$ cat src/rtl/dbgp_pkg.sv
package dbgp_pkg;

  typedef enum logic [1:0] {
    SEL_CTRL = 2'd0,
    SEL_ADDR = 2'd1,
    SEL_DATA = 2'd2,
    SEL_NONE = 2'd3
  } dbgp_sel_e;

  typedef enum logic [1:0] {
    SZ_BYTE = 2'd0,
    SZ_HALF = 2'd1,
    SZ_WORD = 2'd2,
    SZ_RSVD = 2'd3
  } dbgp_size_e;

  // control word bit positions
  localparam int CB_PEND  = 0;
  localparam int CB_DIR   = 1;
  localparam int CB_SZ_LO = 2;
  localparam int CB_ROUTE = 4;
  localparam int CB_RSEEN = 5;

endpackage

$ cat src/rtl/dbgp_lanes.sv
module dbgp_lanes
  import dbgp_pkg::*;
#(
  parameter int DATA_W = 32,
  localparam int LANES = DATA_W / 8,
  localparam int OFF_W = (LANES > 1) ? $clog2(LANES) : 1
) (
  input  logic [OFF_W-1:0]  off,
  input  logic [1:0]        size,
  input  logic [DATA_W-1:0] vec_in,
  output logic [DATA_W-1:0] placed,
  output logic [DATA_W-1:0] picked
);

  localparam int SH_W = OFF_W + 3;

  function automatic int span_of(input logic [1:0] s);
    case (dbgp_size_e'(s))
      SZ_BYTE: return 1;
      SZ_HALF: return 2;
      default: return LANES;
    endcase
  endfunction

  logic [LANES-1:0]  byte_en;
  logic [DATA_W-1:0] lane_mask;
  logic [SH_W-1:0]   shamt;
  int                span;

  assign span  = span_of(size);
  assign shamt = {off, 3'b000};

  for (genvar i = 0; i < LANES; i++) begin : g_lane
    assign byte_en[i] = (i >= int'(off)) && (i < int'(off) + span);
    assign lane_mask[i*8 +: 8] = {8{byte_en[i]}};
  end

  assign placed = (vec_in << shamt) & lane_mask;
  assign picked = (vec_in & lane_mask) >> shamt;

endmodule

$ cat src/rtl/dbgp_ctrl.sv
module dbgp_ctrl
  import dbgp_pkg::*;
#(
  parameter bit ROUTE_RST = 1'b1
) (
  input  logic       clk,
  input  logic       rst_n,
  input  logic       cpu_req,
  input  logic       cpu_we,
  input  logic [1:0] cpu_size,
  input  logic       ctrl_wr,
  input  logic       wr_pend,
  input  logic       wr_route,
  input  logic       wr_rseen,
  output logic       pend,
  output logic       dir_wr,
  output logic [1:0] sz,
  output logic       route_en,
  output logic       rseen,
  output logic       ready_q,
  output logic       cap_evt,
  output logic       done_evt,
  output logic       drop_evt
);

  logic accept;

  assign accept   = ctrl_wr && (!rseen || !wr_rseen);
  assign drop_evt = ctrl_wr && rseen && wr_rseen;
  assign done_evt = accept && pend && !wr_pend;
  assign cap_evt  = cpu_req && route_en && !pend && !ready_q;

  always_ff @(posedge clk or negedge rst_n) begin
    if (!rst_n) begin
      pend     <= 1'b0;
      dir_wr   <= 1'b0;
      sz       <= SZ_BYTE;
      route_en <= ROUTE_RST;
      rseen    <= 1'b1;
      ready_q  <= 1'b0;
    end else begin
      ready_q <= done_evt;
      if (cap_evt) begin
        pend   <= 1'b1;
        dir_wr <= cpu_we;
        sz     <= cpu_size;
      end else if (done_evt) begin
        pend <= 1'b0;
      end
      if (accept) begin
        route_en <= wr_route;
        rseen    <= 1'b0;
      end
    end
  end

endmodule

$ cat src/rtl/dbgp_capture.sv
module dbgp_capture #(
  parameter int ADDR_W = 32,
  parameter int DATA_W = 32
) (
  input  logic              clk,
  input  logic              rst_n,
  input  logic              cap_evt,
  input  logic              cpu_we,
  input  logic [ADDR_W-1:0] cpu_addr,
  input  logic [DATA_W-1:0] placed,
  input  logic              data_wr,
  input  logic [DATA_W-1:0] prb_wdata,
  output logic [ADDR_W-1:0] addr_q,
  output logic [DATA_W-1:0] data_q
);

  always_ff @(posedge clk or negedge rst_n) begin
    if (!rst_n) begin
      addr_q <= '0;
      data_q <= '0;
    end else begin
      if (cap_evt) addr_q <= cpu_addr;
      // a captured store takes the data register over a probe write
      if (cap_evt && cpu_we) data_q <= placed;
      else if (data_wr)      data_q <= prb_wdata;
    end
  end

endmodule

$ cat src/rtl/dbg_pacc_ctrl.sv
module dbg_pacc_ctrl
  import dbgp_pkg::*;
#(
  parameter int ADDR_W    = 32,
  parameter int DATA_W    = 32,
  parameter bit ROUTE_RST = 1'b1
) (
  input  logic              clk,
  input  logic              rst_n,
  input  logic              cpu_req,
  input  logic              cpu_we,
  input  logic [1:0]        cpu_size,
  input  logic [ADDR_W-1:0] cpu_addr,
  input  logic [DATA_W-1:0] cpu_wdata,
  output logic              cpu_ready,
  output logic [DATA_W-1:0] cpu_rdata,
  input  logic [1:0]        prb_sel,
  input  logic              prb_wr,
  input  logic [DATA_W-1:0] prb_wdata,
  output logic [DATA_W-1:0] prb_rdata
);

  localparam int LANES = DATA_W / 8;
  localparam int OFF_W = (LANES > 1) ? $clog2(LANES) : 1;

  logic              pend, dir_wr, route_en, rseen, ready_q;
  logic [1:0]        sz;
  logic              cap_evt, done_evt, drop_evt;
  logic              ctrl_wr, data_wr;
  logic [ADDR_W-1:0] addr_q;
  logic [DATA_W-1:0] data_q, placed, picked, unused_pick, unused_place;
  logic [DATA_W-1:0] ctrl_word;

  assign ctrl_wr = prb_wr && (dbgp_sel_e'(prb_sel) == SEL_CTRL);
  assign data_wr = prb_wr && (dbgp_sel_e'(prb_sel) == SEL_DATA);

  dbgp_ctrl #(.ROUTE_RST(ROUTE_RST)) u_ctrl (
    .clk      (clk),
    .rst_n    (rst_n),
    .cpu_req  (cpu_req),
    .cpu_we   (cpu_we),
    .cpu_size (cpu_size),
    .ctrl_wr  (ctrl_wr),
    .wr_pend  (prb_wdata[CB_PEND]),
    .wr_route (prb_wdata[CB_ROUTE]),
    .wr_rseen (prb_wdata[CB_RSEEN]),
    .pend     (pend),
    .dir_wr   (dir_wr),
    .sz       (sz),
    .route_en (route_en),
    .rseen    (rseen),
    .ready_q  (ready_q),
    .cap_evt  (cap_evt),
    .done_evt (done_evt),
    .drop_evt (drop_evt)
  );

  // store path: position incoming data on its lanes
  dbgp_lanes #(.DATA_W(DATA_W)) u_place (
    .off    (cpu_addr[OFF_W-1:0]),
    .size   (cpu_size),
    .vec_in (cpu_wdata),
    .placed (placed),
    .picked (unused_pick)
  );

  // load path: pull the latched lanes back to bit 0
  dbgp_lanes #(.DATA_W(DATA_W)) u_pick (
    .off    (addr_q[OFF_W-1:0]),
    .size   (sz),
    .vec_in (data_q),
    .placed (unused_place),
    .picked (picked)
  );

  dbgp_capture #(.ADDR_W(ADDR_W), .DATA_W(DATA_W)) u_cap (
    .clk       (clk),
    .rst_n     (rst_n),
    .cap_evt   (cap_evt),
    .cpu_we    (cpu_we),
    .cpu_addr  (cpu_addr),
    .placed    (placed),
    .data_wr   (data_wr),
    .prb_wdata (prb_wdata),
    .addr_q    (addr_q),
    .data_q    (data_q)
  );

  always_comb begin
    ctrl_word = '0;
    ctrl_word[CB_PEND]              = pend;
    ctrl_word[CB_DIR]               = dir_wr;
    ctrl_word[CB_SZ_LO +: 2]        = sz;
    ctrl_word[CB_ROUTE]             = route_en;
    ctrl_word[CB_RSEEN]             = rseen;
  end

  always_comb begin
    case (dbgp_sel_e'(prb_sel))
      SEL_CTRL: prb_rdata = ctrl_word;
      SEL_ADDR: prb_rdata = DATA_W'(addr_q);
      SEL_DATA: prb_rdata = data_q;
      default:  prb_rdata = '0;
    endcase
  end

  assign cpu_ready = ready_q;
  assign cpu_rdata = ready_q ? picked : '0;

endmodule

$ cat config.mk
export PLATFORM = sky130hd
export DESIGN_NAME = dbg_pacc_ctrl
export DESIGN_NICKNAME = d
export VERILOG_FILES = /design/src/rtl/dbgp_pkg.sv /design/src/rtl/dbgp_lanes.sv /design/src/rtl/dbgp_ctrl.sv /design/src/rtl/dbgp_capture.sv /design/src/rtl/dbg_pacc_ctrl.sv
export SDC_FILE = /design/constraint.sdc
export NUM_CORES = 1
export LEC_CHECK = 0
export ABC_AREA = 1
export CAP_MARGIN = 0
export CORE_MARGIN = 1
export CORE_UTILIZATION = 40
export CTS_BUF_LIST = sky130_fd_sc_hd__clkbuf_16
export DETAILED_ROUTE_END_ITERATION = 16
export GPL_TIMING_DRIVEN = 0
export PLACE_DENSITY = 0.74
export SYNTH_ARGS = -nofsm -noshare
export SYNTH_HDL_FRONTEND = slang
export SYNTH_HIERARCHICAL = 1
export SYNTH_SLANG_ARGS = --single-unit
$ cat constraint.sdc
create_clock -name clk -period 4.2 [get_ports clk]
set_input_delay 0.84 -clock clk [delete_from_list [all_inputs] [get_ports clk]]
set_output_delay 0.84 -clock clk [all_outputs]
set_load 0.05 [all_outputs]
### Yosys cells after proc, flatten, opt, wreduce, memory -nomap -nowiden

Index checks and enable logic that the tools add are counted.
W data, S select, Z words.

* equal/unequal tests: 4
* bitwise gates (word level): 2
* shifts and indexed selects: 2
* add/subtract/negate cells: 2
* mux-type cells: 8
* order comparisons: 14
* reductions and logical operators: 26

Operators by type and width (number)
* $lt A3 B32 Y1 const A: 4
* $mux W32: 3
* $pmux W32 S3: 1
* $and A32 B32 Y32: 2
* $lt A1 B32 Y1 const A: 2
* $lt A2 B32 Y1 const A: 2
* $shl A32 B5 Y32: 1
* $shr A32 B5 Y32: 1
* $logic_and A1 B1 Y1: 15
* $pmux W3 S2: 2
* $add A2 B3 Y4: 2
* $ge A1 B2 Y1 const A: 4
* $eq A2 B1 Y1 const B: 3
* $logic_not A2 Y1: 3
* $logic_not A1 Y1: 5
* $ge A2 B2 Y1 const A: 2
* $reduce_bool A2 Y1: 2
* $eq A2 B2 Y1 const B: 1
* $mux W1: 2
* $logic_or A1 B1 Y1: 1

* logic and storage cells: 66
* output and inout bits: 65
* register bits after elaboration: 71

### Depth between registers and ports, before layout

Gate-level depths: netlist (run 1).

* word-level depth: 8
* mapped depth: 16
* depth with buffers taken out: 14

### Hierarchy

The synthesis (run 1) kept the hierarchy.

Modules (own cells, without submodules)
* dbgp_capture: area an instance 3126.7 sq um, instances 1, sequential area each 1601.5 sq um, cells an instance 414
* dbgp_lanes: area an instance 1373.8 sq um, instances 2, sequential area each 0.0 sq um, cells an instance 287
* dbg_pacc_ctrl: area an instance 804.5 sq um, instances 1, sequential area each 0.0 sq um, cells an instance 183
* dbgp_ctrl: area an instance 314.1 sq um, instances 1, sequential area each 177.7 sq um, cells an instance 35

### Worst setup path after synthesis (run 1)

OpenSTA, ideal clock, no wires.

* kind: flip-flop to output port
* start point: reg u_cap.addr_q[0]
* end point: out cpu_rdata[0]
* setup slack: 1.105 ns
* path buffers: 2
* data arrival time: 2.255 ns
* required time: 3.360 ns
* cell stages (with the launch flop): 16
* cells stage by stage: dfrtp_1 ha_1 fa_1 inv_1 nand2_1 nand2_1 nor2_2 buf_6 nand2_4 buf_6 nand2_2 nand2_1 nand2_1 nand2_1 nand2_1 inv_1

* word-level cells in the longest chain between the ends: 6

RTL lines
* start, declared: line dbgp_capture.sv:13 `output logic [ADDR_W-1:0] addr_q,`
* start signal, assigned: line dbgp_capture.sv:22 `if (cap_evt) addr_q <= cpu_addr;`
* $add A2 B3 Y4: line dbgp_lanes.sv:34 `assign byte_en[i] = (i >= int'(off)) && (i < int'(off) + span);`
* $lt A1 B32 Y1 (tied with other cells): line dbgp_lanes.sv:34
* $logic_and A1 B1 Y1: line dbgp_lanes.sv:34
* $and A32 B32 Y32: line dbgp_lanes.sv:39 `assign picked = (vec_in & lane_mask) >> shamt;`
* $shr A32 B5 Y32 *: line dbgp_lanes.sv:39
* via picked[0]: line dbg_pacc_ctrl.sv:31 `logic [DATA_W-1:0] data_q, placed, picked, unused_pick, unused_place;`
* $mux W32 *: line dbg_pacc_ctrl.sv:108 `assign cpu_rdata = ready_q ? picked : '0;`
* end, declared: line dbg_pacc_ctrl.sv:16 `output logic [DATA_W-1:0] cpu_rdata,`

The timed path passes the listed nets; every way through them passes the cells marked *.

### Worst setup path in the final report (run 1)

* start point: reg u_cap.addr_q[0]
* end point: out cpu_rdata[21]

The elaborated chain is that of the path after synthesis.

==> results.md, run 1 <==
CTS:
- The CTS buffer count is 9.
- The number of buffers inserted for hold repair after clock tree synthesis is 0.
- Counting every sink on the clock net gives 71.
- At the later pin of the worst-skew pair, clock insertion delay measures 0.34 ns.
- Post-CTS timing repair inserted 0 buffers for setup.
- Clock-pin slew was measured on the worst setup and hold paths at about 0.060 ns.
- TritonCTS built the clock tree.
- The maximum count of clock buffers along a single path is 2.
- The cell chosen for the clock root is sky130_fd_sc_hd__clkbuf_16.
- The H-tree was split into 3 levels.

STA:
- Headroom to the max-slew limit came out at 40.11%.
- The maximum clock frequency is between 0.2 and 0.25 GHz.
- Of the available clock period, the critical path in the final layout requires 95.60%.
- For the pin with the worst max-slew slack, the measured transition is 0.8984 ns.
- The hold violation total from the final report came to 0.
- The worst path needs 4.015 ns of the cycle, external delays included.
- Setup total negative slack on the finished layout was measured at 0 ns.
- Between clock sinks in the finished design, the worst skew comes to 0.004817 ns.
- Setup violations remaining at the end of the flow were counted as 0.
- The max-slew violation total from the final report is 0.
- Setup repair after global routing left no endpoint under its margin.

Run status:
- The run finished with clean final reports.

Placement:
- Buffers placed on the I/O ports in this run total ~170.
- The final HPWL from detailed placement is 15.58 mm.
- In this run the cell area measured after placement is ~7800 um^2.
- The total placed cells including tap cells is 1,332.
- At the end of routability-driven placement, the weighted congestion stood at slightly below 1.

Worst setup path:
- Of all nets on the critical path, the largest fanout is 9.
- STA classifies the critical path startpoint as a flip-flop.
- The critical path endpoint category is an output pin.
- The largest single stage delay on the critical path is 0.79 ns.
- The critical register-to-register path endpoint is u_cap/addr_q[6].
- Data on the critical path is required at its endpoint by 3.36 ns.
- The start-to-end type of the worst setup path is reg -> out.
- The setup check on the worst reg-to-reg path leaves a slack of approximately 2.4 ns.
- Walking the worst path, the cells encountered are ha_1 > fa_1 > inv_1 > nand2_1 > nand2_1 > nor2_2 > buf_6 > nand2_4 > nand2_1 > a21oi_1 > nand2_1 > inv_1 > clkdlybuf4s50_1.
- The reg-to-reg startpoint is u_ctrl/route_en.
- The cell class contributing the biggest share of worst-path delay is buffers and inverters.
- The critical path contains buffers and inverters numbering 4 combined.
- Measured in cells, the most critical reg-to-reg path has a length of 7.
- The data arrival time at the worst-slack endpoint is about 3.2 ns.
- On the critical path, the stage with the largest delay is an instance of sky130_fd_sc_hd__clkdlybuf4s50_1.
- Counting stages on the worst path, the most repeated cell is sky130_fd_sc_hd__nand2_1.

Cells and area:
- The number of antenna diodes is 0.
- At the end of the flow the core is filled with cells to 56.57%.
- In the final layout, the share of cells above drive strength 1 is 8.935%.
- The area used by sequential logic in the layout is between 1500 and 2000 um^2.
- The combined area of the multi-input logic cells is 3027 um^2.
- The final net count is approximately 1,300.
- Leaving out fill and tap cells, the most frequent cells in the layout are sky130_fd_sc_hd__nand2_1 (351), sky130_fd_sc_hd__inv_1 (174), sky130_fd_sc_hd__clkdlybuf4s50_1 (145).
- The most common library cell in the layout ignoring fill and taps is sky130_fd_sc_hd__nand2_1.
- After filler insertion, the fill cell instance count of the layout stands at 1,451.
- Summing all non-filler instances in the final layout gives an area of 8190 um^2.
- The relative area change from synthesis to final layout is 38.16%.
- The count of cells in the finished layout, fillers not included, comes to 1,348.

Power:
- For this design the ratio of total power to cell area is 530.1 nW/um^2.
- The reported leakage power is between 4 and 5 nW.
- The worst-case vdd ir drop is around 0.24 mV.
- Total power for the finished layout comes to around 4.3 mW.

Die:
- The starting density of the core is between 40% and 50%.
- In this run the count of I/O pins placed on the die edge is 170.
- Row generation in the floorplan step produced 44 rows.
- The area of the core is 14,480 um^2.
- The die is around 120 um wide.
- The die outline area is 15,310 um^2.
- In this run the vertical extent of the chip is 123.7 um.

Global route:
- The global-route wire length before repair is between 30 and 40 mm.
- The largest net degree at the start of global routing is 72.
- The number of global-route vias before repair is 6,213.
- The total global routing track utilization is between 20% and 30%.
- Summed over all layers, the global routing overflow is 0.
- The initial antenna violation count is 0.

Yosys:
- The average cell area after synthesis is 6.049 um^2.
- When the netlist entered floorplanning its net count stood at 1,091.
- Counting every instance in the synthesized netlist gives 980.
- The total number of yosys warnings is 6.
- The total standard cell area after synthesis is 5928 um^2.

Routing:
- The final wirelength is 19.71 mm.
- For this block, the via count after detailed routing is 6,610.
- The number of iterations in the first detailed-routing pass is 7.
- The routed length per instance is 14.62 um.
- Once detail routing completed, the nets flagged for antenna violations numbered 0.
- The via count normalized by instance count is 4.904.
- The initial detailed-routing violation count is 560.
- The remaining design rule violation count is 0.

Min path:
- The hold path startpoint is u_ctrl/rseen.
- The path class of the tightest hold or removal check is reg -> reg.
- The path with the worst hold slack has its endpoint at u_ctrl/rseen.
- The worst hold path passes through 2 cells.

Run:
- Max-cap violations in this run came to 0.
## how the worst max path moves through the flow
stage                               start                to  slack [ns]  depth (start not counted)
after floorplan           u_cap/addr_q[0]      cpu_rdata[0]        1.11                         14
after global placement              rst_n  u_cap/addr_q[15]       -0.13                          1
after detailed placement  u_cap/addr_q[0]      cpu_rdata[3]        0.31                         15
after CTS                 u_cap/addr_q[0]     cpu_rdata[13]       0.005                         13
after global routing         u_ctrl/sz[1]     cpu_rdata[29]       0.007                         13
final                     u_cap/addr_q[0]     cpu_rdata[21]        0.18                         13
## final cells by class
cell class | instances | area share (%)
well taps | 184 | 2.811
flip-flops and latches | 71 | 21.72
repair buffers | 168 | 21.08
plain buffers | 65 | 5.209
clock inverters | 7 | 0.9777
multi-input cells | 660 | 36.95
inverters | 184 | 8.494
clock buffers | 9 | 2.750
## worst min-delay path, stage by stage, from the launching register on
cell                      delay [ns]
sky130_fd_sc_hd__dfstp_2        0.38
sky130_fd_sc_hd__inv_1          0.05
sky130_fd_sc_hd__nor2_1         0.04
## report_power, final
part | internal (mW) | total, mW | switching, mW | leakage [nW]
clock network | 0.465 | 0.768 | 0.303 | 0.143
registers | 0.983 | 1.33 | 0.349 | 0.864
logic | 0.818 | 2.24 | 1.42 | 3.69
total | 2.27 | 4.34 | 2.08 | 4.69
## what timing repair did
item,in CTS,in global routing
resized for setup,2,20
pin swaps,0,0
endpoints found under the setup margin,2,20
## flip-flops by register name, summed over array words and instances, names as in the netlist
| register | cells |
|---|---|
| u_cap/addr_q | 32 |
| u_cap/data_q | 32 |
| u_ctrl/dir_wr | 1 |
| u_ctrl/pend | 1 |
| u_ctrl/ready_q | 1 |
| u_ctrl/route_en | 1 |
| u_ctrl/rseen | 1 |
| u_ctrl/sz | 2 |
## routing by layer
metal  wire, um  vias to the layer above  GRT usage (%)
li1           -                     3350              -
met1       8780                     2944          35.82
met2       9086                      272          43.89
met3       1327                       44          3.526
met4        519                        0          9.864
met5          0                        -              0
## through the flow
step | setup slack [ns] | hold WS, ns
after detailed placement | 0.3086 | 0.4562
after global routing | 0.007031 | 0.5096
final | 0.1849 | 0.4787
after floorplan | 1.115 | 0.4368
after CTS | 0.005320 | 0.4746
after global placement | -0.1272 | 0.4542
(Power assumes the default switching activity.)
==> run 2: changes to the inputs <==
- GPL_TIMING_DRIVEN: 0 -> default
==> run 2 against run 1 <==
Net effect:
- critical path depth shrank 2
- critical endpoint is now cpu_rdata[27]
- critical path type unchanged
- cell count shrank 3.7%
- non-clock buffer count shrank 50
==> results.md, run 2 (same netlist as run 1, synthesis figures left out) <==
CTS:
- In this run the clock root is driven by a sky130_fd_sc_hd__clkbuf_16.
- After clock tree synthesis, the clock-pin slew on the worst setup and hold paths is 0.06 ns.
- TritonCTS built the clock tree.
- The CTS H-tree depth is 3.
- After clock tree synthesis, the flow added hold-fix buffers numbering 0.
- The number of buffers inserted to repair setup after CTS is 0.
- The clock passes through at most 2 buffers.
- The number of sinks driven by the clock tree is 71.
- The later pin in the worst-skew pair is clocked with a latency of 0.33 ns.
- The CTS buffer count is 9.
- The number of instances resized during post-cts repair is 0.

Global route:
- The global-route wire length before repair is 29.96 mm.
- The largest net degree at the start of global routing is 65.
- The total overflow left after global routing is 0.
- Across every metal layer, demand over resource in global routing totals 25.47%.
- The initial antenna violation count is 0.
- The number of global-route vias before repair was 5,975.

Power:
- The reported leakage power is 4.444 nW.
- Dividing total power by cell area gives a power density of 544.8 nW/um^2.
- The proportion of total power due to net switching is approximately 47%.
- Internal power comes to between 2 and 2.5 mW.
- The share of total power dissipated in sequential elements is 30.0%.
- Across the VDD grid, the largest voltage drop is between 0.2 and 0.3 mV.
- The design draws 4.404 mW.
- The clock power share is 18.6%.
- The relative contribution of combinational cells to total power is between 50% and 60%.
- The switching power summed over all nets is 2.064 mW.

Routing:
- The routed length per instance is about 15 um.
- For this block, the routed nets add up to 19.09 mm of wire.
- In the routed design, unresolved DRC markers number 0.
- The initial detailed-routing violation count is 513.
- The via count normalized by instance count is 4.998.
- The first detailed-routing pass took 6 iterations.
- For this block, the via count after detailed routing is roughly 6,500.
- The detail route stage leaves a number of antenna-violating nets equal to 0.

Run:
- Across the run, the number of max-cap violations was 0.

Worst setup path:
- The data arrival time at the worst-slack endpoint is 3.04 ns.
- Counting both buffers and inverters, the worst setup path holds a total of 3.
- Traced cell by cell, the critical path runs through nor2_1 > ha_1 > fa_1 > inv_1 > nand2_1 > nand2_1 > nor2_4 > nor3b_1 > nand2_1 > inv_1 > clkdlybuf4s50_1.
- The worst setup path is of the reg -> out kind.
- Along the worst path, the maximum fanout reaches 11.
- The most common cell type on the critical path is sky130_fd_sc_hd__nand2_1.
- For this design, the slowest cell found on the critical path is sky130_fd_sc_hd__clkdlybuf4s50_1.
- The worst-case register-to-register setup slack is 1.69 ns.
- The worst setup path is captured at an output pin.
- The required time of the critical path is 3.36 ns.
- The worst stage delay on the critical path is 0.80 ns.
- The cell family contributing the most delay on the critical path is buffers and inverters.
- The startpoint type of the worst setup path is a flip-flop.

Placement:
- The congestion estimate from routability-driven global placement came to 0.9566.
- After legalization and detailed placement, the total HPWL measured 14.50 mm.
- Timing analysis after detailed placement gives a worst setup slack of roughly 0.4 ns.
- The total placed instance area is 7736 um^2.
- Buffers placed on the I/O ports in this run total roughly 170.
- The total placed cells including tap cells is 1,282.

STA:
- The slack of the critical path is 0.3198 ns.
- The final setup violation count is 0.
- The maximum clock frequency is 0.2577 GHz.
- The actual slew at the worst max-slew pin is approximately 1 ns.
- The worst hold slack is 0.4664 ns.
- After routing, the total negative slack on setup checks comes to 0 ns.
- Across the routed clock network, the largest skew measured is between 0.006 and 0.007 ns.
- The worst path uses 92.39% of the clock period.
- The shortest clock period the worst path allows after layout is 3.880 ns.
- The hold violation total from the final report came to 0.
- The max-slew violation total from the final report is 0.
- Measured against its own limit, the worst slew margin works out to 33.18%.
- Setup repair after global routing left no endpoint under its margin.

Cells and area:
- The layout cell share with drive strength beyond 1 is 10.23%.
- Cells fill 55.83% of the core in the end.
- In the final layout, the registers with the most flip-flops are u_cap/addr_q x32, u_cap/data_q x32, u_ctrl/sz x2.
- The most common library cell in the layout ignoring fill and taps is sky130_fd_sc_hd__nand2_1.
- The final net count is 1,220.
- Leaving out fill and tap cells, the most frequent cells in the layout are sky130_fd_sc_hd__nand2_1 (351), sky130_fd_sc_hd__inv_1 (173), sky130_fd_sc_hd__nand3_1 (117).
- 0 antenna diodes ended up in the layout.
- The area of all placed cells without fillers is 8084 um^2.
- The post-route non-filler standard cell count is 1,298.
- The relative area change from synthesis to final layout is 36.37%.

Die:
- The die outline area is 15,310 um^2.
- Measured along the x axis, the die boundary spans about 120 um.
- The area of the core is between 10,000 and 15,000 um^2.
- The initial utilization of the core area, before any placement, comes to 40.94%.
- In this run the vertical extent of the chip is 123.7 um.
- During I/O placement, the number of pins put on the boundary was 170.
- In this run the core area contains 44 standard-cell rows.

Run status:
- The flow ran to the end, and the final reports show no timing, DRC or antenna violations.

Min path:
- The worst hold path belongs to the class reg -> reg.
## run 2: cell types whose count changed in the layout (fill, tap and decap cells not counted), sizes merged
cell and change:
buf +4, bufinv +1, clkbuf -8, clkdlybuf4s50 -32, clkinv +1, dlygate4sd2 -2, dlymetal6s2s -12, inv -2
## run 2: worst min-delay path: stages, from the launching register on
cell	delay, ns
sky130_fd_sc_hd__dfstp_2	0.38
sky130_fd_sc_hd__inv_1	0.05
sky130_fd_sc_hd__nor2_1	0.04
## run 2: final cells by class
cell class	instances	area (um^2)
clock buffer	9	225.2
clock inverter	7	97.59
fill	1479	6395
inverter	184	695.7
multi-input combinational	660	3037
sequential	71	1779
tap	184	230.2
timing repair buffer	183	2019
## run 2: power groups by stage
stage | Sequential, mW | Combinational, mW | Clock (mW)
global route | 1.35 | 2.50 | 0.846
floorplan | 1.18 | 1.63 | 0
global placement | 1.31 | 2.20 | 0
detailed placement | 1.32 | 2.24 | 0
CTS | 1.31 | 2.25 | 0.823
finish | 1.32 | 2.27 | 0.817
## run 2: final timing paths
kind	endpoint	cells past startpoint	startpoint
max reg2reg	u_cap/data_q[20]	7	u_ctrl/ready_q
max	cpu_rdata[27]	11	u_ctrl/sz[1]
max in group asynchronous	u_ctrl/rseen	2	rst_n
min reg2reg	u_ctrl/rseen	2	u_ctrl/rseen
min in group asynchronous	u_cap/addr_q[11]	1	rst_n
min	u_ctrl/rseen	2	u_ctrl/rseen
## run 2: layer usage
layer	vias to the layer above	share of wire, %	global-route usage (%)
li1	3251	-	-
met5	-	0	0
met4	0	1.7	8.208
met2	253	47	41.56
met1	2960	44	34.94
met3	24	7.2	3.022
==> run 3: changes to the inputs <==
- CELL_PAD_IN_SITES_DETAIL_PLACEMENT: default -> 0
- CELL_PAD_IN_SITES_GLOBAL_PLACEMENT: default -> 1
- CORE_UTILIZATION: 40 -> 37
- PLACE_DENSITY: 0.74 -> default
- PLACE_DENSITY_LB_ADDON: default -> 0.1
==> run 3 against run 2 <==
Net effect:
- largest power group unchanged
- non-clock buffer count is 1 lower
- global-route usage is 0.78 points lower
- critical path depth is 2 higher
- highest routed layer unchanged
- die area is 8.0% higher
- cell count is 2.0% higher
- worst hold slack better by 0.0028 ns
- sequential share of layout area is 0.14 points higher
- clock power is 12% lower
- total power is 1.8% lower
- final area is 0.63% lower
- register-to-register slack hardly changed
- sequential power hardly changed
==> results.md, run 3 (same netlist as run 1, synthesis figures left out) <==
Routing:
- The remaining design rule violation count is 0.
- The final wirelength is about 20 mm.
- After detailed routing, the number of vias per cell comes to 4.775.
- The count of nets left with antenna violations once routing finished came out at 0.
- Before antenna repair, the detailed router went through 7 iterations.
- In the final routed layout, each cell accounts on average for 14.80 um.
- The initial detailed-routing violation count is about 560.
- The routed layout has approximately 6,300 vias.

STA:
- The hold violation total from the final report came to 0.
- The maximum clock frequency is 0.2466 GHz.
- The max-slew violation total from the final report is 0.
- The actual slew at the worst max-slew pin is ~1.0 ns.
- The shortest clock period the worst path allows after layout is 4.055 ns.
- Hold timing on the final database bottoms out at a slack of about 0.47 ns.
- The final setup skew is between 0.009 and 0.01 ns.
- The fraction of the cycle the final worst path needs is a little over nine tenths.
- The final setup violation count is 0.
- Measured against its own limit, the worst slew margin works out to between 30% and 40%.

Cells and area:
- The finished cells cover 8033 um^2.
- The final net count is 1,219.
- In the layout the commonest cells are sky130_fd_sc_hd__nand2_1 (351), sky130_fd_sc_hd__inv_1 (173), sky130_fd_sc_hd__nand3_1 (117).
- The area used by sequential logic in the layout is 1779 um^2.
- The number of antenna diodes is 0.
- The library cell used most frequently in the layout, excluding fill and tap cells, is sky130_fd_sc_hd__nand2_1.
- Cells with a size suffix above 1 make up 10.78% of the layout.
- The relative area change from synthesis to final layout is 35.50%.
- The multi-input combinational cells in the finished layout cover a total of 3037 um^2.
- The largest registers in the layout are u_cap/addr_q x32, u_cap/data_q x32, u_ctrl/sz x2.
- The filler cells instantiated in the layout total between 1,500 and 2,000.

Placement:
- The number of port buffers is 169.
- Once placement finished, the instance area stood at 7745 um^2.
- The final HPWL from detailed placement is 14.69 mm.
- The routability congestion estimate from global placement is 0.8778.

CTS:
- Once the clock tree was built, the setup fixing pass inserted 0 buffers.
- The TritonCTS clock tree is done.
- The tree is rooted in a sky130_fd_sc_hd__clkbuf_16.
- The clock slew at the register clock pins of the worst setup and hold paths is 0.06 ns.
- The maximum count of clock buffers along a single path is 2.
- The clock latency on the worst-skew pair is roughly 0.34 ns.
- The clock drives 71 sinks.
- Buffers inserted during clock tree synthesis total 9.
- The clock tree synthesis step divided the H-tree into 3 levels.

Global route:
- The number of global-route vias before repair was 5,837.
- The first global-routing pass estimated 31.17 mm of wire.
- The initial antenna violation count is 0.
- Global routing finished with a remaining overflow of 0.
- Entering global routing, the biggest net connects 97 pins.
- For this run, the total global-route usage over all layers was measured as approximately 25%.

Run status:
- The run finished with clean final reports.

Run:
- The max-capacitance violation count is 0.

Power:
- The reported leakage power is 4.307 nW.
- In this run the power density over the cells is about 540 nW/um^2.
- IR analysis of the VDD net gives a maximum drop of 0.2516 mV.

Die:
- The cell row count is 45.
- In this run the vertical extent of the chip is around 130 um.
- The floorplan step set the die width to 128.6 um.
- Pin placement for this block handled 170 I/O pins.
- Once the floorplan was initialized, standard cells occupied 38.43% of the core.
- The die outline area is 16,530 um^2.
- The core region is 15,430 um^2.

Worst setup path:
- The startpoint type of the worst setup path is a flip-flop.
- The critical path is of the reg -> out type.
- Setup slack on the worst reg-to-reg path comes out at 1.68 ns.
- At the worst endpoint, the required time is 3.36 ns.
- Along the worst path, the maximum fanout reaches 16.
- The worst setup path is captured at an output pin.
- Data arrives at the worst endpoint at ~3.2 ns.

Min path:
- The tightest min-delay check is of the reg -> reg type.
[run 3: path summary, 6_finish.rpt]
check	to	cells after the start	start
max	cpu_rdata[21]	13	u_ctrl/sz[1]
min	u_ctrl/rseen	2	u_ctrl/rseen
max reg2reg	u_cap/data_q[22]	7	u_ctrl/ready_q
min reg2reg	u_ctrl/rseen	2	u_ctrl/rseen
max in group asynchronous	u_ctrl/route_en	2	rst_n
min in group asynchronous	u_cap/addr_q[14]	1	rst_n
[run 3: critical path, stage by stage (launching register included)]
cell                              delay [ns]
sky130_fd_sc_hd__dfrtp_1                0.49
sky130_fd_sc_hd__nor2_1                 0.08
sky130_fd_sc_hd__ha_1                   0.22
sky130_fd_sc_hd__fa_1                   0.42
sky130_fd_sc_hd__inv_1                  0.09
sky130_fd_sc_hd__nand2_1                0.05
sky130_fd_sc_hd__nand2_1                0.11
sky130_fd_sc_hd__nor2_4                 0.09
sky130_fd_sc_hd__nand2_4                0.17
sky130_fd_sc_hd__nand2_1                0.10
sky130_fd_sc_hd__a21oi_1                0.13
sky130_fd_sc_hd__nand2_1                0.06
sky130_fd_sc_hd__inv_1                  0.08
sky130_fd_sc_hd__clkdlybuf4s50_1        0.79
[run 3: per-stage QoR]
step / std cells / utilization, % / power, mW / setup WS, ns / TNS (ns)
after floorplan: 980 / - / 2.808 / 1.115 / 0
after global placement: 1308 / 50.20 / 3.575 / 0.4839 / 0
after detailed placement: 1308 / 50.20 / 3.581 / 0.4316 / 0
after CTS: 1324 / 52.02 / 4.324 / 0.06211 / 0
after global routing: 1324 / 52.07 / 4.635 / -0.005426 / -0.005426
final: 1324 / 52.07 / 4.326 / 0.1447 / 0
[run 3: report_power, final]
part	internal [mW]	switching [mW]
clock network	0.407	0.317
registers	0.982	0.351
logic	0.826	1.44
[run 3: layout make-up]
cell class | instances | area share [%]
flip-flops and latches | 71 | 22.15
multi-input cells | 660 | 37.80
repair buffers | 182 | 24.61
well taps | 211 | 3.287
clock buffers | 9 | 2.804
inverters | 184 | 8.660
clock inverters | 7 | 0.6854
[run 3: layer usage]
layer | vias to the layer above | GRT usage (%) | part of all wire [%]
li1 | 3253 | - | -
met1 | 2818 | 35.08 | 48
met2 | 225 | 39.33 | 45
met3 | 26 | 2.661 | 5.3
met4 | 0 | 7.543 | 2.0
met5 | - | 0 | 0
[run 3: what timing repair did]
action / CTS / global route
gates resized for setup: 0 / 2
hold buffers: 0 / 0
setup endpoints to repair: 0 / 10
